--- config.mk ---
export PLATFORM = sky130hd
export DESIGN_NAME = dma_tmg_top
export DESIGN_NICKNAME = d
export VERILOG_FILES = /design/src/rtl/dma_tmg_pkg.sv /design/src/rtl/dma_tmg_cfg.sv /design/src/rtl/dma_tmg_clkgen.sv /design/src/rtl/dma_tmg_seq.sv /design/src/rtl/dma_tmg_top.sv
export SDC_FILE = /design/constraint.sdc
export NUM_CORES = 1
export LEC_CHECK = 0
export BUFFER_PORTS_ARGS = -buffer_cell sky130_fd_sc_hd__buf_2
export CAP_MARGIN = 10
export CORE_MARGIN = 10
export CORE_UTILIZATION = 49
export DETAILED_ROUTE_END_ITERATION = 7
export PLACE_DENSITY = 0.87
export SETUP_SLACK_MARGIN = 0.4
export SYNTH_ARGS = -nofsm -noshare
export SYNTH_HDL_FRONTEND = slang
export SYNTH_SLANG_ARGS = --single-unit
--- constraint.sdc ---
create_clock -name clk -period 3.3 [get_ports clk]
set_clock_uncertainty 0.2 [all_clocks]
set_input_delay 0.165 -clock clk [delete_from_list [all_inputs] [get_ports clk]]
set_output_delay 0.165 -clock clk [all_outputs]
set_load 0.01 [all_outputs]
--- src/rtl/dma_tmg_pkg.sv ---
package dma_tmg_pkg;

    localparam int CFG_W      = 8;
    localparam int WS_W       = 2;
    localparam int CNT_W      = WS_W + 1;
    localparam int FULL_BIT   = 0;
    localparam int WS8_LSB    = 2;
    localparam int WS16_LSB   = 4;

    typedef enum logic {
        ST_IDLE = 1'b0,
        ST_CMD  = 1'b1
    } seq_state_t;

    typedef struct packed {
        logic wide;
        logic write;
    } cyc_attr_t;

    typedef struct packed {
        logic            full_rate;
        logic [WS_W-1:0] ws8;
        logic [WS_W-1:0] ws16;
    } tmg_cfg_t;

    function automatic tmg_cfg_t decode_cfg(input logic [CFG_W-1:0] r);
        tmg_cfg_t c;
        c.full_rate = r[FULL_BIT];
        c.ws8       = r[WS8_LSB +: WS_W];
        c.ws16      = r[WS16_LSB +: WS_W];
        return c;
    endfunction

    function automatic logic [CNT_W-1:0] start_count(input logic [WS_W-1:0] ws);
        return CNT_W'(ws) + CNT_W'(1);
    endfunction

endpackage

--- src/rtl/dma_tmg_cfg.sv ---
module dma_tmg_cfg
    import dma_tmg_pkg::*;
#(
    parameter int ADDR_W  = 8,
    parameter int DATA_W  = CFG_W,
    parameter int CFG_IDX = 1
) (
    input  logic              clk,
    input  logic              rst,
    input  logic              wr_i,
    input  logic [ADDR_W-1:0] addr_i,
    input  logic [DATA_W-1:0] wdata_i,
    output logic [DATA_W-1:0] rdata_o,
    output logic [DATA_W-1:0] reg_o
);
    localparam logic [ADDR_W-1:0] IDX = ADDR_W'(CFG_IDX);

    logic [DATA_W-1:0] reg_q;
    logic              hit;

    assign hit = (addr_i == IDX);

    always_ff @(posedge clk) begin
        if (rst) begin
            reg_q <= '0;
        end else if (wr_i && hit) begin
            reg_q <= wdata_i;
        end
    end

    assign rdata_o = hit ? reg_q : '0;
    assign reg_o   = reg_q;

    AST_REG_HOLD: assert property (@(posedge clk) disable iff (rst)
        !(wr_i && hit) |=> $stable(reg_q));

endmodule

--- src/rtl/dma_tmg_clkgen.sv ---
module dma_tmg_clkgen (
    input  logic clk,
    input  logic rst,
    input  logic full_cfg_i,
    input  logic busy_i,
    output logic tick_o
);
    logic div_q;
    logic full_q;

    always_ff @(posedge clk) begin
        if (rst) begin
            div_q  <= 1'b0;
            full_q <= 1'b0;
        end else begin
            div_q <= ~div_q;
            if (!busy_i) begin
                full_q <= full_cfg_i;
            end
        end
    end

    assign tick_o = full_q | div_q;

    AST_RATE_HELD: assert property (@(posedge clk) disable iff (rst)
        busy_i |=> $stable(full_q));

    AST_HALF_TICK: assert property (@(posedge clk) disable iff (rst)
        (!full_q && tick_o) |=> (!tick_o || full_q));

endmodule

--- src/rtl/dma_tmg_seq.sv ---
module dma_tmg_seq
    import dma_tmg_pkg::*;
(
    input  logic            clk,
    input  logic            rst,
    input  logic            tick_i,
    input  logic            req_i,
    input  logic            wide_i,
    input  logic            write_i,
    input  logic            rdy_n_i,
    input  logic [WS_W-1:0] ws8_i,
    input  logic [WS_W-1:0] ws16_i,
    output logic            rd_o,
    output logic            wr_o,
    output logic            done_o,
    output logic            busy_o
);
    seq_state_t       state_q;
    cyc_attr_t        cyc_q;
    logic [CNT_W-1:0] cnt_q;
    logic             done_q;
    logic [WS_W-1:0]  ws_sel;
    logic             active;

    assign ws_sel = wide_i ? ws16_i : ws8_i;
    assign active = (state_q == ST_CMD);

    always_ff @(posedge clk) begin
        if (rst) begin
            state_q <= ST_IDLE;
            cyc_q   <= '0;
            cnt_q   <= '0;
            done_q  <= 1'b0;
        end else begin
            done_q <= 1'b0;
            if (tick_i) begin
                case (state_q)
                    ST_IDLE: begin
                        if (req_i) begin
                            state_q     <= ST_CMD;
                            cyc_q.wide  <= wide_i;
                            cyc_q.write <= write_i;
                            cnt_q       <= start_count(ws_sel);
                        end
                    end
                    ST_CMD: begin
                        if (cnt_q != '0) begin
                            cnt_q <= cnt_q - CNT_W'(1);
                        end else if (!rdy_n_i) begin
                            state_q <= ST_IDLE;
                            done_q  <= 1'b1;
                        end
                    end
                    default: state_q <= ST_IDLE;
                endcase
            end
        end
    end

    assign rd_o   = active && !cyc_q.write;
    assign wr_o   = active &&  cyc_q.write;
    assign done_o = done_q;
    assign busy_o = active;

    AST_DONE_AT_FALL: assert property (@(posedge clk) disable iff (rst)
        done_o |-> (!busy_o && $past(busy_o)));

    AST_DONE_SINGLE: assert property (@(posedge clk) disable iff (rst)
        done_o |=> !done_o);

    AST_RDY_EXTENDS: assert property (@(posedge clk) disable iff (rst)
        (busy_o && cnt_q == '0 && rdy_n_i) |=> busy_o);

    AST_WIDTH_HELD: assert property (@(posedge clk) disable iff (rst)
        (busy_o && $past(busy_o)) |-> $stable(cyc_q));

endmodule

--- src/rtl/dma_tmg_top.sv ---
module dma_tmg_top
    import dma_tmg_pkg::*;
#(
    parameter int ADDR_W  = 8,
    parameter int CFG_IDX = 1
) (
    input  logic              clk,
    input  logic              rst,
    input  logic              cfg_wr,
    input  logic [ADDR_W-1:0] cfg_addr,
    input  logic [CFG_W-1:0]  cfg_wdata,
    output logic [CFG_W-1:0]  cfg_rdata,
    input  logic              req,
    input  logic              req_wide,
    input  logic              req_write,
    input  logic              rdy_n,
    output logic              cmd_rd,
    output logic              cmd_wr,
    output logic              done
);
    logic [CFG_W-1:0] reg_val;
    tmg_cfg_t         cfg;
    logic             tick;
    logic             busy;

    dma_tmg_cfg #(
        .ADDR_W  (ADDR_W),
        .DATA_W  (CFG_W),
        .CFG_IDX (CFG_IDX)
    ) u_cfg (
        .clk     (clk),
        .rst     (rst),
        .wr_i    (cfg_wr),
        .addr_i  (cfg_addr),
        .wdata_i (cfg_wdata),
        .rdata_o (cfg_rdata),
        .reg_o   (reg_val)
    );

    assign cfg = decode_cfg(reg_val);

    dma_tmg_clkgen u_clk (
        .clk        (clk),
        .rst        (rst),
        .full_cfg_i (cfg.full_rate),
        .busy_i     (busy),
        .tick_o     (tick)
    );

    dma_tmg_seq u_seq (
        .clk     (clk),
        .rst     (rst),
        .tick_i  (tick),
        .req_i   (req),
        .wide_i  (req_wide),
        .write_i (req_write),
        .rdy_n_i (rdy_n),
        .ws8_i   (cfg.ws8),
        .ws16_i  (cfg.ws16),
        .rd_o    (cmd_rd),
        .wr_o    (cmd_wr),
        .done_o  (done),
        .busy_o  (busy)
    );

    AST_ONE_STROBE: assert property (@(posedge clk) disable iff (rst)
        !(cmd_rd && cmd_wr));

    AST_RESET_QUIET: assert property (@(posedge clk)
        rst |=> (!cmd_rd && !cmd_wr && !done));

endmodule

== Word level (Yosys, flattened, before mapping) ==
Cells that the tools add are included.
Word-level totals
  register bits: 16
  bits of input ports: 23
  output and inout port bits: 11
  word-level logic and storage cells: 34
Operators by class
  add/sub/neg operators: 2
  eq/ne operators: 3
  multiplexer cells: 10
  bitwise logic cells: 4
  reductions and logical operators: 8
Operators with widths (count)
  $eq 8x1->1 const B: 1
  $mux 8: 1
  $mux 3: 2
  $pmux 3 s2: 1
  $reduce_and 3->1: 2
  $mux 1: 4
  $ne 2x2->1 const B: 2
  $reduce_or 4->1: 1
  $add 2x1->3 const B: 1
  $logic_and 1x1->1: 3
  $not 1->1: 3
  $reduce_bool 3->1: 1
  $sub 3x1->3 const B: 1
  $mux 2: 1
  $pmux 1 s2: 1
  $logic_not 1->1: 1
  $or 1x1->1: 1

== Depth between registers and ports, before layout ==
  word-level depth: 4
  depth in mapped cells: 6
  depth with buffers taken out: 6

== Cells and area by module ==
From an unflattened synthesis, not the netlist that was laid out.
Unflattened totals
  cells, all modules: 95
  area total of the unflattened synthesis: 918.4 um^2
Modules (own cells, without submodules)
  dma_tmg_cfg: instances 1, cells an instance 45, area each 466.7 um^2, seq. area each 160.2 um^2
  dma_tmg_seq: instances 1, cells an instance 44, area each 387.9 um^2, seq. area each 120.1 um^2
  dma_tmg_clkgen: instances 1, cells an instance 6, area each 63.8 um^2, seq. area each 40.0 um^2

== Least setup slack after synthesis ==
OpenSTA, ideal clock, no wires.
  path kind: register -> register
  from: register u_cfg.reg_q[4], in the netlist u_cfg.reg_o[4]
  to: register u_seq.cnt_q[1]
  library setup time: 70 ps
  data arrival time: 1197 ps
  data required time: 3030 ps
  slack: 1833 ps
  cell stages (with the launch flop): 6
  path buffers: 0
  period minus slack after synthesis: 1467 ps
  cell sequence: dfxtp_1 -> mux2_2 -> ha_1 -> nor2_1 -> a211o_1 -> a21oi_1
Between the ends
  word-level cells in the longest chain between the ends: 4
Ends and longest elaborated chain
  from (decl): RTL line dma_tmg_cfg.sv:18  | logic [DATA_W-1:0] reg_q;
  from (signal assigned): RTL line dma_tmg_cfg.sv:27  | reg_q <= wdata_i;
  $mux 2: RTL line dma_tmg_seq.sv:25  | assign ws_sel = wide_i ? ws16_i : ws8_i;
  $add 2x1->3: RTL line dma_tmg_pkg.sv:35  | return CNT_W'(ws) + CNT_W'(1);
  $mux 3: RTL line dma_tmg_seq.sv:39  | if (req_i) begin
  $pmux 3 s2: RTL line dma_tmg_seq.sv:37  | case (state_q)
  to (signal assigned): RTL line dma_tmg_seq.sv:43  | cnt_q <= start_count(ws_sel);
  to (signal assigned): RTL line dma_tmg_seq.sv:48  | cnt_q <= cnt_q - CNT_W'(1);
  to (decl): RTL line dma_tmg_seq.sv:20  | logic [CNT_W-1:0] cnt_q;
Every way passes these cells. The select of a mux whose other input is x is not followed.
A chain may end at the register's enable or synchronous reset.

== Final worst setup path ==
  from: input port cfg_addr[5]
  to: output port cfg_rdata[6]
Between the ends
  word-level cells in the longest chain between the ends: 2
Ends and longest elaborated chain
  from (decl): RTL line dma_tmg_top.sv:10  | input logic [ADDR_W-1:0] cfg_addr,
  $eq 8x1->1: RTL line dma_tmg_cfg.sv:21  | assign hit = (addr_i == IDX);
  $mux 8: RTL line dma_tmg_cfg.sv:31  | assign rdata_o = hit ? reg_q : '0;
  to (decl): RTL line dma_tmg_top.sv:12  | output logic [CFG_W-1:0] cfg_rdata,
Every way passes these cells.

==> flow_metrics.env <==
export IMPL_outcome="finished, final reports clean"
export IMPL_syn_area_um2=817
export IMPL_track_usage=0.119
export IMPL_synth_top_area_share=0.392
export IMPL_path_clk_slew_ps=90
export IMPL_ys_top_cells_by_count="16 x dfxtp_1, 12 x a21oi_1, 10 x nand2_1"
export IMPL_vias=823
export IMPL_p_per_area_nw_per_um2=347
export IMPL_die_w_um=60.8
export IMPL_drc=0
export IMPL_rrSetupSlack_ps=1650
export IMPL_power_leakage_nw=0.491
export IMPL_ys_warnings_count=0
export IMPL_wirelength_mm=2.03
export IMPL_grtUsageMet3=0.0355
export IMPL_yosysTopAreaCell="dfxtp_1"
export IMPL_gr_total_overflow=0
export IMPL_slew_viol_final=0
export IMPL_placed_cells=140
export IMPL_cts_buffers=3
export IMPL_post_route_period_util=0.546
export IMPL_start_util=0.530
export IMPL_synthCells=96
export IMPL_dr_pass1_iters=4
export IMPL_clock_path_buffers=2
export IMPL_use_met1=0.130
export IMPL_cp_required_ps=2930
export IMPL_final_cells=154
export IMPL_cts_resized=0
export IMPL_crit_type="primary input to output port"
export IMPL_std_cell_rows=14
export IMPL_cts_tree="done"
export IMPL_endpoint_kind="output port"
export IMPL_insertedDiodeCount=0
export IMPL_die_y_um=60.8
export IMPL_grt_pass1_vias=843
export IMPL_holdPathEnd="u_cfg.reg_o[3]"
export IMPL_hpwl_mm=1.54
export IMPL_ys_seq_elements=16
export IMPL_cts_max_level=1
export IMPL_cts_root_buffer_cell="clkbuf_4"
export IMPL_hold_path_class="primary input to register"
export IMPL_clock_sinks=16
export IMPL_clock_latency_ps=290
export IMPL_tightest_slew_ps=473
export IMPL_synth_edff_count=0
export IMPL_grt_busiest_layer="met2"
export IMPL_ys_top_cells_by_area="dfxtp_1 39%, a21oi_1 7.4%, and2_2 6.4%"
export IMPL_viasPerCell=5.34
export IMPL_gp_congestion=0.860
export IMPL_hold_viol_final=0
export IMPL_synth_area_per_cell_um2=8.51
export IMPL_r2r_start="u_seq.cnt_q[0]"
export IMPL_ios=34
export IMPL_multi_input_area_um2=433
export IMPL_antenna_found_initial=0
export IMPL_grt_max_degree=17
export IMPL_synthFlopType="dfxtp_1"
export IMPL_fin_tns_setup_ps=0
export IMPL_max_slew_margin=0.684
export IMPL_ys_seq_area_frac=0.392
export IMPL_r2r_end="u_seq.cnt_q[0]"
export IMPL_crit_start="cfg_addr[5]"
export IMPL_fillers=123
export IMPL_drive_gt1_frac=0.341
export IMPL_period_minus_slack_ps=1800
export IMPL_area_growth_synth_to_final_pct=33.4
export IMPL_die_area_um2=3700
export IMPL_cp_max_fo=16
export IMPL_drt_iter0_drc=13
export IMPL_register_area_um2=320
export IMPL_async_reset_ff_frac=0
export IMPL_rsz0062_at_grt="no"
export IMPL_setup_viol=0
export IMPL_wl_per_cell_um=13.2
export IMPL_syn_nets=122
export IMPL_max_vdd_ir_drop_v=0.000250
export IMPL_ant_nets=0
export IMPL_final_nets=165
export IMPL_portBuffers=33
export IMPL_synth_cell_types=28
export IMPL_r2r_cells=6
export IMPL_whs_path_depth=3
export IMPL_start_kind="primary input"
export IMPL_synth_most_common_cell="dfxtp_1"
export IMPL_hold_start="cfg_wr"
export IMPL_cap_violations=0
export IMPL_timing_fmax_mhz=555
export IMPL_core_um2=1540
export IMPL_use_met2=0.195
export IMPL_crit_arrival_ps=1440
export IMPL_grt_first_pass_wirelength_mm=3.44
flip-flops by register name (all words and copies together) (netlist names):
name,cells
u_cfg.reg_o,8
u_clk.div_q,1
u_clk.full_q,1
u_seq.busy_o,1
u_seq.cnt_q,3
u_seq.cyc_q,1
u_seq.done_o,1
how the worst max path moves through the flow:
stage | end | slack, ps | cells past startpoint
after floorplan | u_seq.cnt_q[1] | 1830 | 5
final | cfg_rdata[6] | 1500 | 5
after global placement | cfg_rdata[2] | 1620 | 5
after global routing | cfg_rdata[6] | 1390 | 5
after detailed placement | cfg_rdata[6] | 1500 | 5
after CTS | cfg_rdata[6] | 1500 | 5
cell type report:
type,instances,area share
sequential,16,0.294
timing repair buffer,43,0.243
inverter,4,0.0138
multi-input combinational,71,0.397
tap,16,0.0184
clock buffer,4,0.0333
metal layers:
| layer | vias to the layer above | share of wire | wire (um) |
|---|---|---|---|
| met3 | 7 | 0.080 | 162 |
| li1 | 419 | - | - |
| met2 | 35 | 0.48 | 972 |
| met4 | 0 | 0.031 | 63 |
| met5 | - | 0 | 0 |
| met1 | 362 | 0.41 | 833 |
cell usage in the layout (no fill, tap or decap):
| cell | count |
|---|---|
| nor3_1 | 1 |
| and2_1 | 2 |
| clkbuf_8 | 1 |
| clkbuf_4 | 3 |
| nand3b_1 | 1 |
| and3b_1 | 1 |
| nand4_1 | 1 |
| dfxtp_1 | 16 |
| a32oi_1 | 1 |
| a211o_1 | 2 |
| nor4_2 | 1 |
| ha_1 | 3 |
| nand2_1 | 10 |
| mux2_2 | 2 |
| inv_1 | 4 |
| nor2b_1 | 1 |
| and3_1 | 1 |
| buf_2 | 33 |
| mux2i_1 | 2 |
| dlygate4sd3_1 | 10 |
| a21oi_1 | 12 |
| nor2_1 | 9 |
| and2_2 | 7 |
| o221ai_1 | 1 |
| o21ai_0 | 4 |
| a221oi_1 | 1 |
| nand3_1 | 8 |
critical path, stage by stage:
cell,delay [ps]
buf_2,100
nor4_2,300
and3_1,510
and2_2,230
buf_2,130
cells by family after synthesis:
kind of cell	synth area share
buffers and inverters	0.0781
adders and majority gates	0.0459
and+or+nand+nor	0.280
DFF	0.392
AOI/OAI and AO/OA	0.152
muxes	0.0521
through the flow:
step / setup WS [ps] / cell area (um^2) / utilization / total power [mW] / hold WS [ps]
after floorplan: 1830 / 817 / - / 0.227 / 34.1
after global placement: 1620 / 953 / 0.619 / 0.243 / 209
after detailed placement: 1500 / 953 / 0.619 / 0.245 / 222
after CTS: 1500 / 1090 / 0.707 / 0.381 / 6.38
after global routing: 1390 / 1090 / 0.707 / 0.400 / 10.1
final: 1500 / 1090 / 0.707 / 0.378 / 16.4
report_power, final:
group          total, mW  switching (mW)  internal (mW)
Clock              0.128          0.0606         0.0672
Sequential         0.201         0.00453          0.197
Combinational     0.0488          0.0221         0.0267
Total              0.378          0.0873          0.291
repair_timing:
action | CTS | global route
hold buffers | 10 | 0
endpoints found under the hold margin | 10 | 0
setup buffers | 0 | 0
Power figures use the tool's default switching activity.
